## src/rtl/clkdiv_pkg.sv

```systemverilog
package clkdiv_pkg;

    localparam int FIELD_W = 4;
    localparam int CNT_W   = FIELD_W + 1;

    typedef logic [FIELD_W-1:0] field_t;
    typedef logic [CNT_W-1:0]   cnt_t;

    typedef struct packed {
        field_t low_cyc;
        field_t high_cyc;
        field_t phase;
        logic   start_high;
    } chan_cfg_t;

    // Counter value loaded at restart: first phase minus one, plus offset
    function automatic cnt_t preset_count(input chan_cfg_t c);
        cnt_t base;
        base = c.start_high ? cnt_t'(c.high_cyc) : cnt_t'(c.low_cyc);
        return base + cnt_t'(c.phase);
    endfunction

endpackage

```

## src/rtl/clkdiv_sync_edge.sv

```systemverilog
module clkdiv_sync_edge (
    input  logic clk_i,
    input  logic rst_i,
    input  logic req_i,
    output logic rise_o
);
    logic meta_q, stab_q, prev_q;

    always_ff @(posedge clk_i) begin
        if (rst_i) begin
            meta_q <= 1'b0;
            stab_q <= 1'b0;
            prev_q <= 1'b0;
        end else begin
            meta_q <= req_i;
            stab_q <= meta_q;
            prev_q <= stab_q;
        end
    end

    assign rise_o = stab_q & ~prev_q;


    rise_pulse_chk: assert property (@(posedge clk_i) disable iff (rst_i)
        rise_o |=> !rise_o);

endmodule

```

## src/rtl/clkdiv_release.sv

```systemverilog
module clkdiv_release #(
    parameter int SYNC_LAT = 14
) (
    input  logic clk_i,
    input  logic rst_i,
    input  logic start_i,
    output logic hold_o
);
    localparam int RC_W = (SYNC_LAT > 4) ? $clog2(SYNC_LAT) : 2;
    localparam logic [RC_W-1:0] RC_INIT = RC_W'(SYNC_LAT - 3);

    logic [RC_W-1:0] rc_q;
    logic            hold_q;

    always_ff @(posedge clk_i) begin
        if (rst_i) begin
            hold_q <= 1'b0;
            rc_q   <= '0;
        end else if (start_i) begin
            hold_q <= 1'b1;
            rc_q   <= RC_INIT;
        end else if (hold_q) begin
            if (rc_q == '0) hold_q <= 1'b0;
            else            rc_q   <= rc_q - 1'b1;
        end
    end

    assign hold_o = hold_q;


    hold_keep_chk: assert property (@(posedge clk_i) disable iff (rst_i)
        (hold_q && rc_q != '0) |=> hold_q);

endmodule

```

## src/rtl/clkdiv_core.sv

```systemverilog
module clkdiv_core
    import clkdiv_pkg::*;
(
    input  logic      clk_i,
    input  logic      rst_i,
    input  logic      load_i,
    input  chan_cfg_t cfg_i,
    output logic      lvl_o
);
    cnt_t cnt_q;
    logic lvl_q;

    always_ff @(posedge clk_i) begin
        if (rst_i || load_i) begin
            lvl_q <= cfg_i.start_high;
            cnt_q <= preset_count(cfg_i);
        end else if (cnt_q == '0) begin
            lvl_q <= ~lvl_q;
            cnt_q <= lvl_q ? cnt_t'(cfg_i.low_cyc) : cnt_t'(cfg_i.high_cyc);
        end else begin
            cnt_q <= cnt_q - 1'b1;
        end
    end

    assign lvl_o = lvl_q;


    toggle_on_zero_chk: assert property (@(posedge clk_i) disable iff (rst_i)
        (lvl_q != $past(lvl_q)) |-> ($past(cnt_q) == '0 || $past(load_i) || $past(rst_i)));


    preset_level_chk: assert property (@(posedge clk_i) disable iff (rst_i)
        load_i |=> (lvl_q == $past(cfg_i.start_high)));

endmodule

```

## src/rtl/clkdiv_chan.sv

```systemverilog
module clkdiv_chan
    import clkdiv_pkg::*;
#(
    parameter int SYNC_LAT = 14
) (
    input  logic               clk_i,
    input  logic               rst_i,
    input  logic               sync_req_i,
    input  logic [FIELD_W-1:0] low_cyc_i,
    input  logic [FIELD_W-1:0] high_cyc_i,
    input  logic [FIELD_W-1:0] phase_ofs_i,
    input  logic               start_high_i,
    input  logic               force_high_i,
    input  logic               bypass_i,
    input  logic               nosync_i,
    output logic               clk_o
);
    chan_cfg_t cfg;
    logic      rise, start, hold, load, lvl;

    always_comb begin
        cfg.low_cyc    = low_cyc_i;
        cfg.high_cyc   = high_cyc_i;
        cfg.phase      = phase_ofs_i;
        cfg.start_high = start_high_i;
    end

    clkdiv_sync_edge u_sync (
        .clk_i  (clk_i),
        .rst_i  (rst_i),
        .req_i  (sync_req_i),
        .rise_o (rise)
    );

    assign start = rise & ~nosync_i;

    clkdiv_release #(.SYNC_LAT(SYNC_LAT)) u_rel (
        .clk_i   (clk_i),
        .rst_i   (rst_i),
        .start_i (start),
        .hold_o  (hold)
    );

    assign load = start | hold;

    clkdiv_core u_core (
        .clk_i  (clk_i),
        .rst_i  (rst_i),
        .load_i (load),
        .cfg_i  (cfg),
        .lvl_o  (lvl)
    );

    always_comb begin
        if (force_high_i)          clk_o = 1'b1;
        else if (bypass_i && !hold) clk_o = clk_i;
        else                        clk_o = lvl;
    end


    nosync_hold_chk: assert property (@(posedge clk_i) disable iff (rst_i)
        $rose(hold) |-> !$past(nosync_i));


    hold_static_chk: assert property (@(posedge clk_i) disable iff (rst_i)
        (hold && $past(hold) && $stable(start_high_i)) |-> $stable(lvl));

endmodule

```

## config.mk

```make
export PLATFORM = sky130hd
export DESIGN_NAME = clkdiv_chan
export DESIGN_NICKNAME = d
export VERILOG_FILES = /design/src/rtl/clkdiv_pkg.sv /design/src/rtl/clkdiv_sync_edge.sv /design/src/rtl/clkdiv_release.sv /design/src/rtl/clkdiv_core.sv /design/src/rtl/clkdiv_chan.sv
export SDC_FILE = /design/constraint.sdc
export NUM_CORES = 1
export LEC_CHECK = 0
export ABC_AREA = 0
export CORE_ASPECT_RATIO = 0.75
export CORE_MARGIN = 2
export CORE_UTILIZATION = 49
export DETAILED_ROUTE_END_ITERATION = 10
export MAX_ROUTING_LAYER = met4
export PLACE_DENSITY = 0.85
export SETUP_SLACK_MARGIN = 0.2
export SLEW_MARGIN = 30
export SYNTH_ARGS = -nofsm -noshare
export SYNTH_HDL_FRONTEND = slang
export SYNTH_SLANG_ARGS = --single-unit
```

## constraint.sdc

```tcl
create_clock -name clk_i -period 1.8 [get_ports clk_i]
set_input_delay 0.36 -clock clk_i [delete_from_list [all_inputs] [get_ports clk_i]]
set_output_delay 0.36 -clock clk_i [all_outputs]
set_load 0.01 [all_outputs]
```

Word-level counts from Yosys, hierarchy flattened --
Cells that the tools add are included.
Word-level totals: bits in registers 14, input port bits 19, output and inout port bits 1, word-level logic and storage cells 43
Operators by class: add/subtract/negate cells 3, eq/ne operators 1, multiplexer cells 14, bitwise logic cells 7, reduce and logical (&&, ||, !) cells 10
Operators with widths (number):
- two-way mux 4 bit | 5
- two-way mux 5 bit | 2
- two-way mux 1 bit | 7
- adder 5 x 4 -> 5 bit | 1
- logical NOT 5 bit | 1
- subtractor 5 x 1 -> 5 bit, second input constant | 1
- logical NOT 4 bit | 1
- inverter 1 bit | 4
- AND reduction 2 bit | 2
- nonzero test 2 bit | 2
- subtractor 4 x 1 -> 4 bit, second input constant | 1
- bitwise AND 1 bit | 2
- != test 2 bit, second input constant | 1
- OR reduction 2 bit | 1
- logical AND 1 bit | 1
- logical NOT 1 bit | 1
- logical OR 1 bit | 1
- OR 1 bit | 1

Depth between registers and ports, before layout --
Gate-level depths: netlist (run 1).
depth in word-level cells 6, depth in mapped cells 8

By module --
Synthesis (run 1) repeated with hierarchy kept, for this count alone.
Unflattened totals: cells, all modules 100, area total of the unflattened synthesis 918.4 um2
By module, submodules not included:
- clkdiv_core | instances 1, cells each 59, area an instance 529.3 um2, sequential area each 130.1 um2
- clkdiv_release | instances 1, cells each 28, area an instance 250.2 um2, sequential area each 100.1 um2
- clkdiv_sync_edge | instances 1, cells each 7, area an instance 87.6 um2, sequential area each 60.1 um2
- clkdiv_chan | instances 1, cells each 6, area an instance 51.3 um2, sequential area each 0.0 um2

==> impl_metrics.csv, run 1 <==
group,metric,value,unit
layout,utilization,0.753,
logic_synthesis,seq_area_frac_synth,0.323,
power_and_ir_drop,p_leak,0.566,nW
logic_synthesis,synth_cell_types,31,
route,remaining_drc_errors,0,
critical_path,worstSetupPathType,"clk2out",
logic_synthesis,synth_compound_area_frac,0.152,
sta,hold_viol,0,
logic_synthesis,synth_top_family_by_area,"simple AND/OR/NAND/NOR gates",
sta,final_max_slew_viol_count,0,
logic_synthesis,netlist_area,900,um2
logic_synthesis,synth_seq_cells,14,
grt,overflow,0,
floorplan,core_area,0.00172,mm2
logic_synthesis,synth_mux_area_frac,0.129,
layout,mostFrequentLayoutCells,"clkdlybuf4s50_1 (13), dfxtp_1 (13), a21oi_1 (10)",
logic_synthesis,syn_nets,121,
sta,slew_headroom,0.641,
logic_synthesis,yosys.area_share.simple,0.171,
layout,nets,154,
placed_design,placed_cells,141,
placed_design,gp_congestion,0.821,
clock_tree,postCtsSetupBuffers,0,
sta,fin_setup_tns,-43.3,ps
critical_path,cpMostUsedCell,"buf_8",
route,drtPass1Iterations,4,
sta,layout_setup_ws,-43.3,ps
clock_tree,hold_buffers,0,
floorplan,die_area,0.00220,mm2
floorplan,pin_count,20,
grt,track_usage,0.245,
run_status,violations,"setup timing",
critical_path,slowest_stage,"a211o_1",
floorplan,die_w,53.5,um
layout,instances_no_fill,148,
layout,n_fill_cell,117,
layout,antennaDiodeCount,0,
route,avgRoutedWirePerCell,14.6,um
sta,tightest_slew,538,ps
floorplan,initial_utilization,0.522,
power_and_ir_drop,power.density,882,mW/mm2
critical_path,critPathMaxFanout,2,
logic_synthesis,synth-xor-area-share,0.0487,
route,wirelength,2160,um
logic_synthesis,yosys.area_share.adder,0.120,
clock_tree,insertion_delay,410,ps
grt,grt_pass1_wl,3180,um
layout,drive_gt1_frac,0.286,
power_and_ir_drop,max-vdd-ir-drop,0.805,mV
grt,grt_max_degree,13,
clock_tree,clk_pin_slew,70,ps
route,ant_nets,0,
logic_synthesis,synth_warnings,0,
grt,antenna_found_initial,0,
sta,fin_skew,10.9,ps
floorplan,rows,13,
layout,syn2layout_area_growth,44.4,%
power_and_ir_drop,power.total,1.15,mW
run_status,status,"finished with violations",
critical_path,crit_path_end_kind,"output port",
floorplan,fp.dieH,41.1,um
route,vias,779,
critical_path,critPathArrivalTime,1480,ps
critical_path,cp_num_buf_inv,3,
logic_synthesis,postSynthCellCount,94,
route,drtIter0Drc,8,
critical_path,cp_cell_sequence,"buf_8 -> buf_8 -> a211o_1 -> buf_6",
run,max_cap_violations,0,
sta,rsz0062_at_grt,"true",
clock_tree,cts_tree,"yes",
min_path,hold_class,"reg2reg",
route,post_drt_via_cell_ratio,5.26,
placed_design,portBuffers,19,
sta,setup_viol,1,
critical_path,crit_required,1440,ps
logic_synthesis,syn_area_per_cell,9.57,um2
grt,grt_pass1_vias,741,
critical_path,critPathMaxStageDelay,260,ps
critical_path,cp_top_family,"buffers and inverters",
critical_path,worstSetupStartpointType,"clock port",
placed_design,dp_hpwl,1540,um
-- logic make-up after synthesis --
group / count (synthesis)
buffers and inverters: 13
muxes: 11
DFF: 14
and+or+nand+nor: 20
xor gates and xnor gates: 5
adders and majority gates: 8
AOI/OAI and AO/OA: 23
-- cells in the mapped netlist --
cell type	n	share of area
buf_2	2	0.011
o311ai_0	2	0.019
dfxtp_1	13	0.29
inv_1	10	0.042
nor3b_1	1	0.0083
or4b_4	1	0.015
nor3_1	1	0.0056
xnor2_1	2	0.019
and2b_1	1	0.0083
o31ai_1	1	0.0083
nor4b_4	1	0.026
nor2b_1	4	0.028
or2_2	1	0.0070
mux2i_1	6	0.067
xor2_1	3	0.029
a21o_1	2	0.017
nand2b_1	2	0.014
a21oi_1	12	0.067
nor2_1	2	0.0083
ha_1	7	0.097
or3b_2	1	0.0097
o211ai_1	1	0.0083
edfxtp_1	1	0.033
nand2_1	2	0.0083
mux2_2	5	0.063
a211o_1	1	0.0097
nor4b_1	1	0.0097
o21ai_0	4	0.022
fa_1	1	0.022
clkbuf_1	1	0.0042
nor3_2	2	0.022
-- flip-flops by register name, summed over array words and instances, names as in the netlist --
| name | flops |
|---|---|
| u_core.cnt_q | 5 |
| u_rel.rc_q | 4 |
| u_core.lvl_o | 1 |
| u_rel.hold_o | 1 |
| u_sync.meta_q | 1 |
| u_sync.prev_q | 1 |
| u_sync.stab_q | 1 |
-- per-stage QoR --
| step | area, um2 | setup WS, ps | hold WS (ps) |
|---|---|---|---|
| 2_1_floorplan | 900 | 209 | 414 |
| 3_3_place_gp | 1170 | -441 | 423 |
| 3_5_place_dp | 1170 | -533 | 434 |
| 4_1_cts | 1250 | -82.5 | 455 |
| 5_1_grt | 1300 | -52.6 | 466 |
| 6_report | 1300 | -43.3 | 444 |
-- metal layers --
layer,track usage,up-vias,share of wire
met2,0.333,15,0.46
met4,0.212,0,0.027
met5,-,-,0
li1,-,396,-
met3,0.131,8,0.052
met1,0.263,360,0.46
-- layout make-up --
| cell class | instances | area (um2) | share of cell area |
|---|---|---|---|
| inverter | 10 | 37.5 | 0.0289 |
| sequential | 14 | 290 | 0.224 |
| timing repair buffer | 27 | 249 | 0.192 |
| clock buffer | 8 | 75.1 | 0.0578 |
| tap | 22 | 27.5 | 0.0212 |
| multi-input combinational | 67 | 619 | 0.477 |
-- final timing paths --
kind | start | end | depth (start not counted) | slack [ps]
worst max-delay path | clk_i | clk_o | 4 | -40
worst min-delay path | u_sync.meta_q | u_sync.stab_q | 1 | 440
worst max register to register | u_core.cnt_q[0] | u_core.cnt_q[0] | 5 | 280
worst min register to register | u_sync.meta_q | u_sync.stab_q | 1 | 440
-- power by group --
part	internal (mW)	leakage, nW	total [mW]	switching [mW]
registers	0.361	0.117	0.414	0.0529
logic	0.190	0.404	0.344	0.153
clock network	0.242	0.0447	0.388	0.146
total	0.794	0.566	1.15	0.352
-- worst register-to-register path: cells and delay by family, from the launching register on --
kind                     cells  cell delay (ps)
adder cells (fa/ha/maj)      1              230
buffers and inverters        1               80
flip-flops                   1              340
AO/OA/AOI/OAI                1              120
AND/OR/NAND/NOR              1              370
multiplexers                 1              270
-- timing repair --
item / CTS / global route
resized for setup: 16 / 15
pin swaps: 5 / 4
endpoints found under the setup margin: 5 / 9
Note: power is estimated with default switching activity, not from simulation.
==> run 2: changes to the inputs <==
--- a/config.mk
+++ b/config.mk
@@ -10,10 +10,10 @@
 export CORE_MARGIN = 2
 export CORE_UTILIZATION = 49
 export DETAILED_ROUTE_END_ITERATION = 10
-export MAX_ROUTING_LAYER = met4
 export PLACE_DENSITY = 0.85
 export SETUP_SLACK_MARGIN = 0.2
 export SLEW_MARGIN = 30
 export SYNTH_ARGS = -nofsm -noshare
 export SYNTH_HDL_FRONTEND = slang
+export SYNTH_HIERARCHICAL = 1
 export SYNTH_SLANG_ARGS = --single-unit
==> impl_metrics.csv, run 2 <==
group,metric,value,unit
logic_synthesis,yosysTopAreaCell,"dfxtp_1",
logic_synthesis,synth.top_cells.by_count,"dfxtp_1 (13), inv_1 (11), a21oi_1 (9)",
placed_design,gp_congestion,0.838,
clock_tree,cts_tree,"yes",
logic_synthesis,synth_most_common_cell,"dfxtp_1",
logic_synthesis,netlist_area,918,um2
grt,grt_pass1_wl,3840,um
logic_synthesis,synth_warnings,6,
layout,largest_registers,"u_core/cnt_q: 5 flops, u_rel/rc_q: 4 flops",
layout,nets,161,
clock_tree,hold_buffers,0,
power_and_ir_drop,power_frac_seq,0.334,
layout,max_flop_register,"u_core/cnt_q",
floorplan,initial_utilization,0.523,
critical_path,cp_cell_sequence,"buf_8 -> buf_8 -> nor2_4 -> mux2i_1 -> buf_2",
grt,grt_pass1_vias,861,
route,post_drt_via_cell_ratio,5.66,
sta,hold_viol,0,
power_and_ir_drop,max-vdd-ir-drop,0.905,mV
grt,antenna_found_initial,0,
logic_synthesis,synth_seq_cells,14,
clock_tree,insertion_delay,400,ps
power_and_ir_drop,combPwrFrac,0.309,
critical_path,critPathMaxStageDelay,140,ps
route,drtPass1Iterations,4,
floorplan,die_w,54.0,um
sta,rsz0062_at_grt,"true",
logic_synthesis,yosysTopAreaCellShare,0.283,
logic_synthesis,synth_area_leaders,"dfxtp_1 (28%), ha_1 (9.5%), mux2i_1 (8.7%), a21oi_1 (4.9%), mux2_2 (4.9%)",
critical_path,critPathMaxFanout,2,
floorplan,die_area,0.00224,mm2
logic_synthesis,seq_area_frac_synth,0.316,
sta,slew_headroom,0.691,
critical_path,critPathArrivalTime,1370,ps
logic_synthesis,postSynthCellCount,100,
route,avgRoutedWirePerCell,17.0,um
floorplan,fp.dieH,41.5,um
route,drtIter0Drc,38,
layout,largest_reg_flops,5,
logic_synthesis,synth_cell_types,33,
grt,overflow,0,
logic_synthesis,syn_nets,127,
critical_path,worstSetupStartpointType,"clock port",
logic_synthesis,syn_area_per_cell,9.18,um2
critical_path,cpMostUsedCell,"buf_8",
min_path,hold_class,"reg2reg",
critical_path,worstSetupPathType,"clk2out",
logic_synthesis,synth_flop_cell,"dfxtp_1",
placed_design,portBuffers,19,
run_status,status,"complete, no violations",
power_and_ir_drop,pwr-share-clk,0.358,
layout,syn2layout_area_growth,42.6,%
logic_synthesis,synth-edff-count,1,
floorplan,rows,13,
route,wirelength,2630,um
critical_path,crit_path_end_kind,"output port",
layout,mostFrequentLayoutCells,"clkdlybuf4s50_1 (13), dfxtp_1 (13), inv_1 (11)",
sta,layout_setup_ws,74.6,ps
sta,setup_viol,0,
placed_design,dp_hpwl,1660,um
critical_path,cp_top_family,"buffers and inverters",
floorplan,pin_count,20,
power_and_ir_drop,power.density,942,mW/mm2
placed_design,place_ws,-507,ps
route,vias,878,
sta,final_max_slew_viol_count,0,
layout,drive_gt1_frac,0.263,
run,max_cap_violations,0,
critical_path,r2r_slack,180,ps
critical_path,crit_required,1440,ps
critical_path,slowest_stage,"buf_2",
route,ant_nets,0,
clock_tree,clk_pin_slew,80,ps
logic_synthesis,async_reset_ff_frac,0,
route,remaining_drc_errors,0,
critical_path,cp_num_buf_inv,3,
power_and_ir_drop,p_leak,0.588,nW
power_and_ir_drop,p_sw,0.396,mW
grt,track_usage,0.251,
power_and_ir_drop,intPower,0.837,mW
layout,antennaDiodeCount,0,
floorplan,core_area,0.00176,mm2
sta,tightest_slew,461,ps
sta,holdWs,453,ps
grt,grt_max_degree,10,
power_and_ir_drop,sw_frac_of_total,0.321,
sta,fin_skew,8.68,ps
==> run 2: changes by cell type after synthesis, sizes merged, moves of 2 or more <==
cell,delta
o311ai,-2
nand2,+3
mux2i,+2
nor3,-3
nor2b,+3
nand3,+2
o22ai,+2
nor2,+6
a21oi,-3
==> run 2: cell type report <==
cell class / instances / area (um2)
multi-input combinational: 73 / 619
tap: 22 / 27.5
sequential: 14 / 290
timing repair buffer: 27 / 253
clock buffer: 8 / 78.8
inverter: 11 / 41.3
fill: 121 / 447
==> run 2: path summary, 6_finish.rpt <==
path	startpoint	end	cells after the start
setup / recovery	clk_i	clk_o	5
hold / removal	u_sync/meta_q	u_sync/stab_q	1
setup reg to reg	u_core/cnt_q[1]	u_core/cnt_q[1]	6
hold reg to reg	u_sync/meta_q	u_sync/stab_q	1
==> run 2: logic make-up after synthesis <==
| family | synth area share |
|---|---|
| simple gates | 0.199 |
| compound gates | 0.147 |
| flops | 0.316 |
| buf+inv | 0.0559 |
| mux | 0.136 |
| fa+ha+maj | 0.117 |
| xor+xnor | 0.0286 |
==> run 2: stage by stage <==
step	TNS (ps)	instance area, um2	instances	power (mW)	util
finish	0	1310	155	1.23	0.746
global route	0	1310	155	1.29	0.746
CTS	0	1270	155	1.16	0.724
detailed placement	-2130	1190	148	0.761	0.679
global placement	-1740	1190	148	0.746	0.679
floorplan	0	918	100	0.628	-
==> run 2: timing repair <==
action,CTS,global route
cloned,0,0
pin swaps,3,4
resized for setup,11,15
buffers inserted,0,0
endpoints found under the setup margin,6,5
endpoints found under the hold margin,0,0
==> run 2: layer usage <==
layer / global-route usage / wire length [um] / up-vias / share of wire
met5: 0 / 0 / - / 0
met4: 0.110 / 61 / 0 / 0.023
met3: 0.140 / 157 / 8 / 0.060
met2: 0.385 / 1340 / 34 / 0.51
met1: 0.279 / 1070 / 419 / 0.41
li1: - / - / 417 / -
==> run 2: worst reg2reg max path, stage by stage (launching register included) <==
cell     delay [ps]
dfxtp_1         340
inv_1           130
ha_4            170
nor4b_4         410
mux2i_1         320
nand2_1         100
o21ai_1         100
==> run 2: power by group through the flow <==
stage,Sequential (mW),Clock [mW],Combinational (mW)
CTS,0.408,0.420,0.328
detailed placement,0.415,0.0278,0.319
finish,0.411,0.441,0.381
floorplan,0.403,0.0147,0.210
global placement,0.412,0.0278,0.306
global route,0.416,0.471,0.406
